File: config.mk
export PLATFORM = sky130hd
export DESIGN_NAME = mce_status_ctrl
export DESIGN_NICKNAME = d
export VERILOG_FILES = /design/src/rtl/mce_pkg.sv /design/src/rtl/mce_evt_select.sv /design/src/rtl/mce_ctl_reg.sv /design/src/rtl/mce_status_reg.sv /design/src/rtl/mce_status_ctrl.sv
export SDC_FILE = /design/constraint.sdc
export NUM_CORES = 1
export LEC_CHECK = 0
export BUFFER_PORTS_ARGS = -buffer_cell sky130_fd_sc_hd__buf_2
export CAP_MARGIN = 25
export CORE_ASPECT_RATIO = 1.2
export CORE_MARGIN = 2
export CORE_UTILIZATION = 31
export CTS_CLUSTER_DIAMETER = 30
export CTS_CLUSTER_SIZE = 24
export DETAILED_ROUTE_END_ITERATION = 12
export PLACE_DENSITY = 0.78
export SLEW_MARGIN = 20
export SYNTH_ARGS = -nofsm -noshare
export SYNTH_HDL_FRONTEND = slang
export SYNTH_SLANG_ARGS = --single-unit
export TNS_END_PERCENT = 10
File: constraint.sdc
create_clock -name clk -period 2 [get_ports clk]
set_input_delay 0.1 -clock clk [delete_from_list [all_inputs] [get_ports clk]]
set_output_delay 0.1 -clock clk [all_outputs]
set_load 0.01 [all_outputs]
File: src/rtl/mce_pkg.sv
package mce_pkg;

    localparam int FLAG_W = 3;

    typedef enum logic {
        SEL_STATUS  = 1'b0,
        SEL_CONTROL = 1'b1
    } reg_sel_e;

    // Packed order gives the bit positions that software decodes:
    // in_prog -> bit 2, errip_ok -> bit 1, restart_ok -> bit 0.
    typedef struct packed {
        logic in_prog;
        logic errip_ok;
        logic restart_ok;
    } mc_flags_t;

    typedef struct packed {
        logic hit;
        logic restart_ok;
        logic errip_ok;
    } evt_pick_t;

    function automatic mc_flags_t flags_from_word(input logic [FLAG_W-1:0] w);
        return mc_flags_t'(w);
    endfunction

    function automatic mc_flags_t flags_on_accept(input evt_pick_t p);
        mc_flags_t f;
        f.in_prog    = 1'b1;
        f.errip_ok   = p.errip_ok;
        f.restart_ok = p.restart_ok;
        return f;
    endfunction

endpackage

File: src/rtl/mce_evt_select.sv
module mce_evt_select
    import mce_pkg::*;
#(
    parameter int NUM_BANKS = 4
) (
    input  logic [NUM_BANKS-1:0] evt_vld,
    input  logic [NUM_BANKS-1:0] evt_restart_ok,
    input  logic [NUM_BANKS-1:0] evt_errip_ok,
    output evt_pick_t            pick
);

    // Scan from the highest index down so the lowest active bank wins.
    always_comb begin
        pick = '0;
        for (int i = NUM_BANKS - 1; i >= 0; i--) begin
            if (evt_vld[i]) begin
                pick.hit        = 1'b1;
                pick.restart_ok = evt_restart_ok[i];
                pick.errip_ok   = evt_errip_ok[i];
            end
        end
    end

endmodule

File: src/rtl/mce_ctl_reg.sv
module mce_ctl_reg #(
    parameter int DATA_W       = 64,
    parameter bit CTRL_PRESENT = 1'b1
) (
    input  logic              clk,
    input  logic              rst,
    input  logic              wr_en,
    input  logic [DATA_W-1:0] wdata,
    output logic              rep_en,
    output logic [DATA_W-1:0] rd_word
);

    generate
        if (CTRL_PRESENT) begin : g_present
            logic en_q;
            logic all_ones;
            logic all_zeros;

            assign all_ones  = &wdata;
            assign all_zeros = ~|wdata;

            always_ff @(posedge clk) begin
                if (rst) begin
                    en_q <= 1'b1;
                end else if (wr_en && all_ones) begin
                    en_q <= 1'b1;
                end else if (wr_en && all_zeros) begin
                    en_q <= 1'b0;
                end
            end

            assign rep_en  = en_q;
            assign rd_word = {DATA_W{en_q}};


            ctl_enable_chk: assert property (@(posedge clk) disable iff (rst)
                (wr_en && all_ones) |=> rep_en);

            ctl_disable_chk: assert property (@(posedge clk) disable iff (rst)
                (wr_en && all_zeros) |=> !rep_en);

            ctl_hold_chk: assert property (@(posedge clk) disable iff (rst)
                (!wr_en || (!all_ones && !all_zeros)) |=> $stable(rep_en));
        end else begin : g_absent
            logic              unused_wr;
            logic [DATA_W-1:0] unused_data;
            logic              unused_clk_rst;
            assign unused_wr      = wr_en;
            assign unused_data    = wdata;
            assign unused_clk_rst = clk ^ rst;
            assign rep_en  = 1'b1;
            assign rd_word = '0;
        end
    endgenerate

endmodule

File: src/rtl/mce_status_reg.sv
module mce_status_reg
    import mce_pkg::*;
(
    input  logic      clk,
    input  logic      rst,
    input  evt_pick_t pick,
    input  logic      rep_en,
    input  logic      wr_en,
    input  mc_flags_t wr_flags,
    output mc_flags_t flags,
    output logic      exc_req,
    output logic      shutdown_req
);

    mc_flags_t flags_q;
    logic      exc_q;
    logic      sd_q;
    logic      accept;

    assign accept = pick.hit && rep_en;

    always_ff @(posedge clk) begin
        if (rst) begin
            flags_q <= '0;
            exc_q   <= 1'b0;
            sd_q    <= 1'b0;
        end else begin
            exc_q <= 1'b0;
            if (accept) begin
                if (flags_q.in_prog) begin
                    sd_q <= 1'b1;
                end else begin
                    flags_q <= flags_on_accept(pick);
                    exc_q   <= 1'b1;
                end
            end else if (wr_en) begin
                flags_q <= wr_flags;
            end
        end
    end

    assign flags        = flags_q;
    assign exc_req      = exc_q;
    assign shutdown_req = sd_q;


    exc_single_pulse_chk: assert property (@(posedge clk) disable iff (rst)
        exc_req |=> !exc_req);

    exc_sets_inprog_chk: assert property (@(posedge clk) disable iff (rst)
        exc_req |-> flags.in_prog);

    nested_shutdown_chk: assert property (@(posedge clk) disable iff (rst)
        (pick.hit && rep_en && flags.in_prog) |=> (shutdown_req && !exc_req && $stable(flags)));

    shutdown_sticky_chk: assert property (@(posedge clk) disable iff (rst)
        shutdown_req |=> shutdown_req);

    disabled_ignore_chk: assert property (@(posedge clk) disable iff (rst)
        (!rep_en && !wr_en) |=> ($stable(flags) && !exc_req && $stable(shutdown_req)));

    event_over_write_chk: assert property (@(posedge clk) disable iff (rst)
        (pick.hit && rep_en && !flags.in_prog && wr_en) |=> (flags.in_prog && exc_req));

endmodule

File: src/rtl/mce_status_ctrl.sv
module mce_status_ctrl
    import mce_pkg::*;
#(
    parameter int DATA_W       = 64,
    parameter int NUM_BANKS    = 4,
    parameter bit CTRL_PRESENT = 1'b1
) (
    input  logic                 clk,
    input  logic                 rst,
    input  logic [NUM_BANKS-1:0] evt_vld,
    input  logic [NUM_BANKS-1:0] evt_restart_ok,
    input  logic [NUM_BANKS-1:0] evt_errip_ok,
    input  logic                 reg_sel,
    input  logic                 reg_wr_en,
    input  logic [DATA_W-1:0]    reg_wdata,
    output logic [DATA_W-1:0]    reg_rdata,
    output logic                 exc_req,
    output logic                 shutdown_req
);

    localparam int RSV_W = DATA_W - FLAG_W;

    reg_sel_e          sel;
    evt_pick_t         pick;
    mc_flags_t         flags;
    logic              rep_en;
    logic [DATA_W-1:0] ctl_word;
    logic              wr_status;
    logic              wr_control;

    assign sel        = reg_sel_e'(reg_sel);
    assign wr_status  = reg_wr_en && (sel == SEL_STATUS);
    assign wr_control = reg_wr_en && (sel == SEL_CONTROL);

    mce_evt_select #(
        .NUM_BANKS(NUM_BANKS)
    ) u_select (
        .evt_vld       (evt_vld),
        .evt_restart_ok(evt_restart_ok),
        .evt_errip_ok  (evt_errip_ok),
        .pick          (pick)
    );

    mce_ctl_reg #(
        .DATA_W      (DATA_W),
        .CTRL_PRESENT(CTRL_PRESENT)
    ) u_ctl (
        .clk    (clk),
        .rst    (rst),
        .wr_en  (wr_control),
        .wdata  (reg_wdata),
        .rep_en (rep_en),
        .rd_word(ctl_word)
    );

    mce_status_reg u_status (
        .clk         (clk),
        .rst         (rst),
        .pick        (pick),
        .rep_en      (rep_en),
        .wr_en       (wr_status),
        .wr_flags    (flags_from_word(reg_wdata[FLAG_W-1:0])),
        .flags       (flags),
        .exc_req     (exc_req),
        .shutdown_req(shutdown_req)
    );

    always_comb begin
        if (sel == SEL_STATUS) begin
            reg_rdata = {{RSV_W{1'b0}}, flags};
        end else begin
            reg_rdata = ctl_word;
        end
    end

endmodule

# Word level (Yosys, flattened, before mapping)
# Index checks and enable logic that the tools add are counted.
# W data, S select, Z words.
# totals
regBits,6
in_bits,80
out_inout_bits,66
# op_classes
n_eq_ne,1
muxes,9
bitwise_logic,2
n_reduce_logical,13
# ops
op,n
$mux W64,1
$reduce_and A64 Y1,1
$reduce_or A64 Y1,1
$mux W3,6
$logic_and A1 B1 Y1,5
$reduce_and A2 Y1,2
$reduce_or A2 Y1,2
$mux W2,1
$ne A2 B2 Y1 const B,1
$not A1 Y1,2
$reduce_bool A2 Y1,1
$logic_not A1 Y1,1
$mux W1,1

# Depth between registers and ports, before layout
# Gate-level depths: netlist of run 1.
# logic_depth
word_depth,7
ltp_mapped,5

# Hierarchy
# A second synthesis of run 1 with hierarchy kept.
# unflattened
hier_cells,217
area_unflattened_um2,1587.8
# modules_own_cells
module,instances,cells_each,area_per_inst_um2,seq_area_each_um2
mce_ctl_reg,1,112,793.3,20.0
mce_status_ctrl,1,73,505.5,0.0
mce_status_reg,1,21,210.2,100.1
mce_evt_select,1,11,78.8,0.0

# Least setup slack after synthesis of run 1
# Ideal clock, no wire load.
# synth_timing
path_type,register to output
start,"register u_ctl.g_present.en_q, in the netlist u_ctl.rep_en"
end,output port reg_rdata[10]
arrival_ps,1703
required_ps,1900
path_slack_ps,197
stages_incl_launch_ff,4
n_path_buf,1
cell_sequence,dfxtp_1 > nand2_1 > inv_1 > buf_4
# synth_between
elab_chain_len,1
# synth_lines
element,line,text
"start, declared",mce_ctl_reg.sv:15,logic en_q;
"start signal, assigned",mce_ctl_reg.sv:24,en_q <= 1'b1;
"start signal, assigned",mce_ctl_reg.sv:26,en_q <= 1'b1;
"start signal, assigned",mce_ctl_reg.sv:28,en_q <= 1'b0;
$mux W64,mce_status_ctrl.sv:69,if (sel == SEL_STATUS) begin
"end, declared",mce_status_ctrl.sv:16,"output logic [DATA_W-1:0] reg_rdata,"
# No other way between the ends.

# Worst setup path in the final report of run 1
# layout_timing
start,"register u_ctl.g_present.en_q, in the netlist u_ctl.rep_en"
end,output port reg_rdata[63]
# Same word-level chain as after synthesis.

==> flow_metrics.py, run 1 <==
metrics = {
    "power": {
        "peakVddDrop_v": 0.000241,
        "p_leak_nw": 0.768,
        "powerDensity_nw_per_um2": 399,
    },
    "layout": {
        "drive_above_1_share_pct": 63.1,
        "num_antenna_cells": 0,
        "final_common_cell": "buf_2",
        "nFillCells": 356,
        "area.growth.synth_to_final_pct": 34.2,
        "layout.nets": 323,
        "layout_common_cells": "145 x buf_2, 21 x nand4_1, 20 x nor4_1",
        "final_area_um2": 1450,
    },
    "min_path": {
        "min_path_type": "in -> reg",
        "hold_start": "rst",
        "hold_path_depth": 2,
        "min_to": "u_status.flags[1]$_SDFFE_PP0P_",
    },
    "synthesis": {
        "synth_seq_area_share_pct": 11.1,
        "ys.warnings.count": 0,
        "synth_cell_type_count": 18,
        "ys_seq_elements": 6,
        "synth.avg_cell_area_um2": 7.13,
        "synth-xor-area-share_pct": 0,
        "synthAdderAreaFrac_pct": 0,
        "yosys.area.top_type_share_pct": 41.6,
        "synth_area_leaders": "buf_4 42%, nand4_1 12%, nor4_1 12%",
        "synth_top_family_by_area": "buffers and inverters",
        "synth_compound_area_share_pct": 13.6,
        "synth.mux.area_fraction_pct": 0,
        "syn-num-nets": 232,
        "syn-cell-area_um2": 1080,
        "yosysTopAreaCell": "buf_4",
        "syn_inst": 152,
        "yosys.area_share.simple_pct": 31.6,
    },
    "sta": {
        "slew-limit-headroom_pct": 72.2,
        "period_needed_ns": 1.58,
        "hold_viol": 0,
        "skew_ns": 0.00256,
        "finalSetupViolCount": 0,
        "slew_viol_final": 0,
        "layout_setup_ws_ns": 0.419,
        "fin_setup_tns_ns": 0,
        "fmax_ghz": 0.633,
        "fin_crit_sh_pct": 79.0,
        "worst-slew-pin-transition_ns": 0.416,
        "grt_setup_unrepaired": "false",
    },
    "placed_design": {
        "dp_hpwl_um": 3120,
        "placed_area_um2": 1410,
        "gp_congestion": 0.832,
        "pre_cts_slack_ns": 0.556,
        "portBuffers": 145,
    },
    "outcome": {
        "status": "finished, final reports clean",
    },
    "critical_path": {
        "worstPathArrival_ns": 1.48,
        "cp_slowest_cell": "dfxtp_1",
        "path_cells": "nand2_1 -> inv_1 -> buf_4 -> buf_2",
        "worst_path_largest_cell_delay_ns": 0.43,
        "critPathMaxFanout": 59,
        "crit_buf_inv": 3,
        "reg2reg_depth": 5,
        "reg2reg_to": "u_status.flags[1]$_SDFFE_PP0P_",
        "path_class": "reg -> out",
        "r2r_slack_ns": 0.63,
        "cp-end-kind": "output pin",
        "worst_ep_required_time_ns": 1.90,
        "crit_family": "buffers and inverters",
        "crit_path_start_kind": "register",
        "regToRegStartpoint": "u_ctl.rep_en$_SDFFE_PP1P_",
    },
    "run": {
        "cap_violations": 0,
    },
    "global_routing": {
        "grtUsageTotal_pct": 15.8,
        "antenna_found_initial": 0,
        "grt_pass1_wl_um": 4830,
        "grt_pass1_vias": 1253,
        "grt_overflow": 0,
        "grt_max_degree": 60,
    },
    "die": {
        "die_area_um2": 3990,
        "core_um2": 3340,
        "die_w_um": 58.0,
        "die_h_um": 68.8,
        "initial_core_util_pct": 32.5,
        "rows": 23,
        "io_pins": 146,
    },
    "clock_tree": {
        "clockBufferDepth": 2,
        "cts_root_buf": "clkbuf_8",
        "postCtsSetupBuffers": 0,
        "cts_tree": "yes",
        "worstSkewPairLatency_ns": 0.22,
        "cts_hold_buf": 0,
        "cts_made_buffers": 3,
        "path_clk_slew_ns": 0.04,
        "htree_levels": 1,
        "cts_resized": 0,
        "clock-sinks": 6,
    },
    "route": {
        "routed_wl_um": 3410,
        "route.met3.wl_um": 421,
        "wl_met1_um": 1070,
        "met2_length_um": 1810,
        "drt-initial-drc-count": 36,
        "vias": 1407,
        "route.detailed.drc": 0,
        "vias_per_cell": 5.06,
        "top_layer": "met4",
        "wl_per_cell_um": 12.3,
        "drtPass1Iterations": 4,
        "ant_nets": 0,
    },
}
==> metal layers <==
metal	up-vias	GRT usage, %
met5	-	0
met3	11	4.29
met1	587	12.5
met4	0	6.98
met2	119	34.8
li1	690	-
==> Yosys cell counts <==
| library cell | n |
|---|---|
| dfxtp_1 | 6 |
| a21oi_2 | 2 |
| a221oi_1 | 2 |
| nand4_1 | 21 |
| nor2_1 | 7 |
| buf_4 | 60 |
| nor2b_1 | 1 |
| o41a_1 | 1 |
| nand2_1 | 7 |
| or3_1 | 2 |
| o41ai_4 | 1 |
| inv_1 | 6 |
| nor4bb_1 | 1 |
| a21oi_1 | 8 |
| a211o_1 | 1 |
| nor3_1 | 1 |
| nor4_1 | 20 |
| o21ai_0 | 5 |
==> cell type report <==
type | count | area [um2] | share of cell area (%)
inverters | 6 | 22.5 | 1.55
well taps | 37 | 46.3 | 3.18
multi-input cells | 80 | 490 | 33.7
clock buffers | 3 | 41.3 | 2.84
repair buffers | 146 | 733 | 50.4
flip-flops and latches | 6 | 120 | 8.26
==> worst max path at each step <==
| stage | cells after the start | start | slack, ns | end |
|---|---|---|---|---|
| 2_1_floorplan | 3 | u_ctl.rep_en$_SDFFE_PP1P_ | 0.20 | reg_rdata[10] |
| 3_3_place_gp | 6 | reg_wdata[18] | 0.54 | u_ctl.rep_en$_SDFFE_PP1P_ |
| 3_5_place_dp | 5 | evt_vld[3] | 0.56 | u_status.flags[1]$_SDFFE_PP0P_ |
| 4_1_cts | 4 | u_ctl.rep_en$_SDFFE_PP1P_ | 0.40 | reg_rdata[61] |
| 5_1_grt | 4 | u_ctl.rep_en$_SDFFE_PP1P_ | 0.28 | reg_rdata[5] |
| 6_report | 4 | u_ctl.rep_en$_SDFFE_PP1P_ | 0.42 | reg_rdata[63] |
==> sequential cells by signal (all words and copies together), names as in the netlist <==
| name | flops |
|---|---|
| u_status.flags | 3 |
| u_ctl.rep_en | 1 |
| u_status.exc_req | 1 |
| u_status.shutdown_req | 1 |
==> report_power, final <==
| group | internal (mW) | switching [mW] | total [mW] |
|---|---|---|---|
| logic | 0.125 | 0.147 | 0.273 |
| clock network | 0.129 | 0.0465 | 0.175 |
| registers | 0.128 | 0.00370 | 0.131 |
==> worst reg2reg max path, cell delays in order (launching register included) <==
cell and delay (ns):
dfxtp_1 0.43, o41ai_4 0.16, nor2_1 0.14, a21oi_2 0.06, or3_1 0.40, a21oi_2 0.11
==> metrics by stage <==
step	power [mW]	hold slack (ns)	utilization, %	cells
detailed placement	0.408	0.341	42.3	275
global route	0.620	0.122	43.6	278
global placement	0.403	0.338	42.3	275
CTS	0.588	0.112	43.6	278
floorplan	0.317	0.162	-	152
finish	0.580	0.116	43.6	278
==> kinds of logic after synthesis <==
| kind of cell | Yosys count |
|---|---|
| AO/OA/AOI/OAI | 20 |
| buffers and inverters | 66 |
| flip-flops | 6 |
| AND/OR/NAND/NOR | 60 |
No activity file was read; power rests on OpenSTA's default activity.
==> run 2, diff against run 1 <==
--- a/config.mk
+++ b/config.mk
@@ -9,11 +9,11 @@
 export CAP_MARGIN = 25
 export CORE_ASPECT_RATIO = 1.2
 export CORE_MARGIN = 2
-export CORE_UTILIZATION = 31
+export CORE_UTILIZATION = 28
 export CTS_CLUSTER_DIAMETER = 30
 export CTS_CLUSTER_SIZE = 24
 export DETAILED_ROUTE_END_ITERATION = 12
-export PLACE_DENSITY = 0.78
+export PLACE_DENSITY = 0.75
 export SLEW_MARGIN = 20
 export SYNTH_ARGS = -nofsm -noshare
 export SYNTH_HDL_FRONTEND = slang
==> constraint.sdc (replaced) <==
create_clock -name clk -period 1.4 [get_ports clk]
set_input_delay 0.07 -clock clk [delete_from_list [all_inputs] [get_ports clk]]
set_output_delay 0.07 -clock clk [all_outputs]
set_load 0.01 [all_outputs]
==> flow_metrics.py, run 2 (synthesis gave the netlist of run 1 again) <==
metrics = {
    "die": {
        "initial_core_util_pct": 29.6,
        "core_um2": 3660,
        "io_pins": 146,
        "rows": 24,
        "die_w_um": 60.8,
        "die_area_um2": 4390,
        "die_h_um": 72.1,
    },
    "min_path": {
        "hold_start": "rst",
        "min_path_type": "in -> reg",
        "hold_path_depth": 2,
        "min_to": "u_status.flags[1]$_SDFFE_PP0P_",
    },
    "clock_tree": {
        "cts_made_buffers": 3,
        "clock-sinks": 6,
        "clockBufferDepth": 2,
        "path_clk_slew_ns": 0.04,
        "cts_root_buf": "clkbuf_8",
        "cts_resized": 0,
        "htree_levels": 1,
        "worstSkewPairLatency_ns": 0.22,
        "cts_hold_buf": 0,
        "cts_tree": "yes",
        "postCtsSetupBuffers": 0,
    },
    "sta": {
        "fmax_ghz": 0.760,
        "period_needed_ns": 1.32,
        "hold_viol": 0,
        "skew_ns": 0.00451,
        "slew_viol_final": 0,
        "fin_crit_sh_pct": 94.0,
        "worst_hold_slack_ns": 0.0850,
        "fin_setup_tns_ns": 0,
        "worst-slew-pin-transition_ns": 0.314,
        "slew-limit-headroom_pct": 78.9,
        "finalSetupViolCount": 0,
        "grt_setup_unrepaired": "false",
    },
    "route": {
        "ant_nets": 0,
        "met2_length_um": 1830,
        "route.detailed.drc": 0,
        "vias_per_cell": 4.81,
        "drtPass1Iterations": 4,
        "wl_met1_um": 1100,
        "vias": 1447,
        "routed_wl_um": 3380,
        "drt-initial-drc-count": 15,
        "route.met3.wl_um": 377,
        "wl_per_cell_um": 11.2,
        "top_layer": "met4",
    },
    "critical_path": {
        "r2r_slack_ns": 0.08,
        "critPathMaxFanout": 6,
        "worst_ep_required_time_ns": 1.56,
        "path_class": "reg -> reg",
        "worstPathArrival_ns": 1.48,
        "reg2reg_depth": 6,
        "regToRegStartpoint": "u_ctl.rep_en$_SDFFE_PP1P_",
        "reg2reg_to": "u_status.flags[1]$_SDFFE_PP0P_",
        "cp-end-kind": "register",
        "crit_path_start_kind": "register",
    },
    "layout": {
        "layout_common_cells": "145 x buf_2, 21 x nand4_1, 20 x nor4_1",
        "final_common_cell": "buf_2",
        "nFillCells": 417,
        "fin_cells": 301,
        "largest_reg_flops": 3,
        "drive_above_1_share_pct": 65.1,
        "area.growth.synth_to_final_pct": 43.6,
        "layout.nets": 330,
        "final_util_pct": 42.5,
        "num_antenna_cells": 0,
    },
    "outcome": {
        "status": "finished, final reports clean",
    },
    "global_routing": {
        "grtUsageTotal_pct": 14.4,
        "grt_max_degree": 61,
        "antenna_found_initial": 0,
        "grt_pass1_vias": 1302,
        "grt_pass1_wl_um": 4880,
        "grt_overflow": 0,
    },
    "placed_design": {
        "dp_hpwl_um": 3130,
        "portBuffers": 145,
        "dp.cells": 297,
        "gp_congestion": 0.778,
    },
    "power": {
        "powerDensity_nw_per_um2": 554,
        "total_power_mw": 0.862,
        "p_leak_nw": 0.803,
        "peakVddDrop_v": 0.000339,
    },
    "run": {
        "cap_violations": 0,
    },
}
## run 2: cell count changes in the layout (fill, tap and decap cells not counted), sizes merged
cell	change
buf	+7
clkbuf	+1
clkinvlp	+1
inv	-1
## run 2: final cells by class
class | instances | area (um2) | share of cell area [%]
multi-input combinational | 80 | 498 | 32.0
tap | 52 | 65.1 | 4.18
sequential | 6 | 124 | 7.96
clock buffer | 4 | 45.0 | 2.89
timing repair buffer | 153 | 798 | 51.3
inverter | 6 | 26.3 | 1.69
## run 2: where the power goes
group          total (mW)  internal [mW]  switching (mW)
Combinational       0.409          0.195           0.214
Sequential          0.185          0.181         0.00476
Clock               0.268          0.196          0.0720
## run 2: stage by stage
step                      instance area, um2  setup WS (ns)
after global routing                    1560         0.0209
after CTS                               1560         0.0729
final                                   1560         0.0843
after detailed placement                1510        -0.0308
after global placement                  1510        -0.0140
after floorplan                         1100        -0.0422
## run 2: worst max path at each step
stage                                   start                        endpoint  slack, ns  cells after the start
floorplan           u_ctl.rep_en$_SDFFE_PP1P_                   reg_rdata[10]      -0.04                      3
global placement                reg_wdata[33]       u_ctl.rep_en$_SDFFE_PP1P_      -0.01                      6
detailed placement               reg_wdata[7]       u_ctl.rep_en$_SDFFE_PP1P_      -0.03                      6
CTS                 u_ctl.rep_en$_SDFFE_PP1P_  u_status.flags[1]$_SDFFE_PP0P_       0.07                      6
global route        u_ctl.rep_en$_SDFFE_PP1P_                   reg_rdata[37]       0.02                      5
finish              u_ctl.rep_en$_SDFFE_PP1P_  u_status.flags[1]$_SDFFE_PP0P_       0.08                      6
## run 2: routing by layer
| layer | track usage [%] | vias up |
|---|---|---|
| met5 | 0 | - |
| met4 | 5.31 | 0 |
| met3 | 2.50 | 8 |
| met2 | 30.5 | 115 |
| met1 | 12.3 | 616 |
| li1 | - | 708 |
## run 2: worst max-delay path, stage by stage (launching register included)
cell and delay [ns]:
dfxtp_4 0.35, o41ai_4 0.06, buf_4 0.16, nor2_1 0.11
a21oi_2 0.06, or3_1 0.40, a21oi_2 0.12
==> run 3, diff against run 2 <==
--- a/config.mk
+++ b/config.mk
@@ -7,7 +7,6 @@
 export LEC_CHECK = 0
 export BUFFER_PORTS_ARGS = -buffer_cell sky130_fd_sc_hd__buf_2
 export CAP_MARGIN = 25
-export CORE_ASPECT_RATIO = 1.2
 export CORE_MARGIN = 2
 export CORE_UTILIZATION = 28
 export CTS_CLUSTER_DIAMETER = 30
==> constraint.sdc (replaced) <==
create_clock -name clk -period 1.4 [get_ports clk]
set_input_delay 0.28 -clock clk [delete_from_list [all_inputs] [get_ports clk]]
set_output_delay 0.28 -clock clk [all_outputs]
set_load 0.01 [all_outputs]
==> flow_metrics.py, run 3 (synthesis gave the netlist of run 1 again) <==
metrics = {
    "critical_path": {
        "worst_path_largest_cell_delay_ns": 0.34,
        "path_cells": "nand2_4 -> clkinvlp_4 -> buf_6 -> buf_16 -> buf_2",
        "crit_buf_inv": 4,
        "crit_family": "buffers and inverters",
        "cp_slowest_cell": "dfxtp_4",
        "worst_ep_required_time_ns": 1.12,
        "path_class": "reg -> out",
        "cp-end-kind": "output pin",
        "critPathMaxFanout": 15,
        "worstPathArrival_ns": 1.18,
        "crit_path_start_kind": "register",
    },
    "die": {
        "die_area_um2": 4380,
        "die_h_um": 66.2,
        "rows": 22,
        "io_pins": 146,
        "core_um2": 3690,
        "die_w_um": 66.2,
        "initial_core_util_pct": 29.4,
    },
    "route": {
        "drt-initial-drc-count": 35,
        "route.detailed.drc": 0,
        "routed_wl_um": 4150,
        "ant_nets": 0,
        "vias": 1612,
        "wl_per_cell_um": 12.9,
        "vias_per_cell": 4.99,
        "drtPass1Iterations": 4,
    },
    "run": {
        "cap_violations": 0,
    },
    "clock_tree": {
        "path_clk_slew_ns": 0.04,
        "clockBufferDepth": 2,
        "cts_hold_buf": 0,
        "cts_root_buf": "clkbuf_8",
        "cts_made_buffers": 3,
        "clock-sinks": 6,
        "htree_levels": 1,
        "worstSkewPairLatency_ns": 0.23,
        "cts_tree": "yes",
    },
    "sta": {
        "slew-limit-headroom_pct": 74.9,
        "skew_ns": 0.00387,
        "period_needed_ns": 1.46,
        "fmax_ghz": 0.686,
        "worst_hold_slack_ns": 0.304,
        "hold_viol": 0,
        "worst-slew-pin-transition_ns": 0.375,
        "layout_setup_ws_ns": -0.0575,
        "fin_crit_sh_pct": 104,
        "slew_viol_final": 0,
        "grt_setup_unrepaired": "true",
        "finalSetupViolCount": 61,
    },
    "global_routing": {
        "grt_pass1_vias": 1506,
        "antenna_found_initial": 0,
        "grtUsageTotal_pct": 17.8,
        "grt_overflow": 0,
        "grt_pass1_wl_um": 6150,
        "grt_max_degree": 17,
    },
    "min_path": {
        "min_path_type": "in -> reg",
    },
    "placed_design": {
        "dp.cells": 311,
        "dp_hpwl_um": 3140,
        "gp_congestion": 0.875,
        "pre_cts_slack_ns": -0.353,
        "portBuffers": 145,
    },
    "layout": {
        "drive_above_1_share_pct": 73.5,
        "layout_common_cells": "105 x buf_2, 42 x buf_6, 27 x buf_4",
        "fin_cells": 323,
        "final_util_pct": 59.7,
        "nFillCells": 311,
        "multi_input_area_um2": 614,
        "seq_area_um2": 124,
        "largest_reg_flops": 3,
        "num_antenna_cells": 0,
        "final_common_cell": "buf_2",
        "area.growth.synth_to_final_pct": 103,
        "layout.nets": 356,
    },
    "outcome": {
        "status": "finished with violations",
        "violations": "setup timing",
    },
    "power": {
        "peakVddDrop_v": 0.000479,
        "powerDensity_nw_per_um2": 492,
        "p_leak_nw": 1.06,
    },
}
run 3: changes by cell type in the layout (fill, tap and decap cells not counted), sizes merged:
cell	change
buf	+26
run 3: per-layer routing:
| layer | global-route usage [%] | wire length, um | vias to the layer above |
|---|---|---|---|
| li1 | - | - | 763 |
| met1 | 17.6 | 1430 | 726 |
| met2 | 36.3 | 2240 | 107 |
| met3 | 2.04 | 366 | 16 |
| met4 | 7.40 | 120 | 0 |
| met5 | 0 | 0 | - |
run 3: area by class of cell:
class,instances,share of cell area [%]
timing repair buffer,179,60.5
multi-input combinational,80,27.9
sequential,6,5.63
tap,48,2.73
clock buffer,4,2.05
inverter,6,1.19
run 3: power breakdown:
part	leakage (nW)	total [mW]	internal (mW)	switching [mW]
logic	0.985	0.617	0.344	0.273
registers	0.0496	0.186	0.180	0.00559
clock network	0.0228	0.280	0.197	0.0834
run 3: path summary, 6_finish.rpt:
| check | cells after the start | startpoint | slack, ns | endpoint |
|---|---|---|---|---|
| max | 5 | u_ctl.rep_en$_SDFFE_PP1P_ | -0.06 | reg_rdata[51] |
| min | 2 | rst | 0.30 | u_status.flags[1]$_SDFFE_PP0P_ |
| max reg2reg | 7 | u_ctl.rep_en$_SDFFE_PP1P_ | 0.02 | u_status.flags[0]$_SDFFE_PP0P_ |
| min reg2reg | 2 | u_status.flags[0]$_SDFFE_PP0P_ | 0.47 | u_status.flags[0]$_SDFFE_PP0P_ |
run 3: per-stage QoR:
stage          power, mW  cell area, um2  TNS [ns]
2_1_floorplan      0.452            1100    -15.10
3_3_place_gp       0.630            1640    -0.574
3_5_place_dp       0.635            1640    -0.634
4_1_cts             1.06            2090     -2.86
5_1_grt             1.15            2200     -5.14
6_report            1.08            2200     -2.62
run 3: timing repair:
item	CTS	global route
pin swaps	2	6
setup endpoints to repair	62	64
buffers inserted	6	0
cloned	4	0
gates resized for setup	47	21
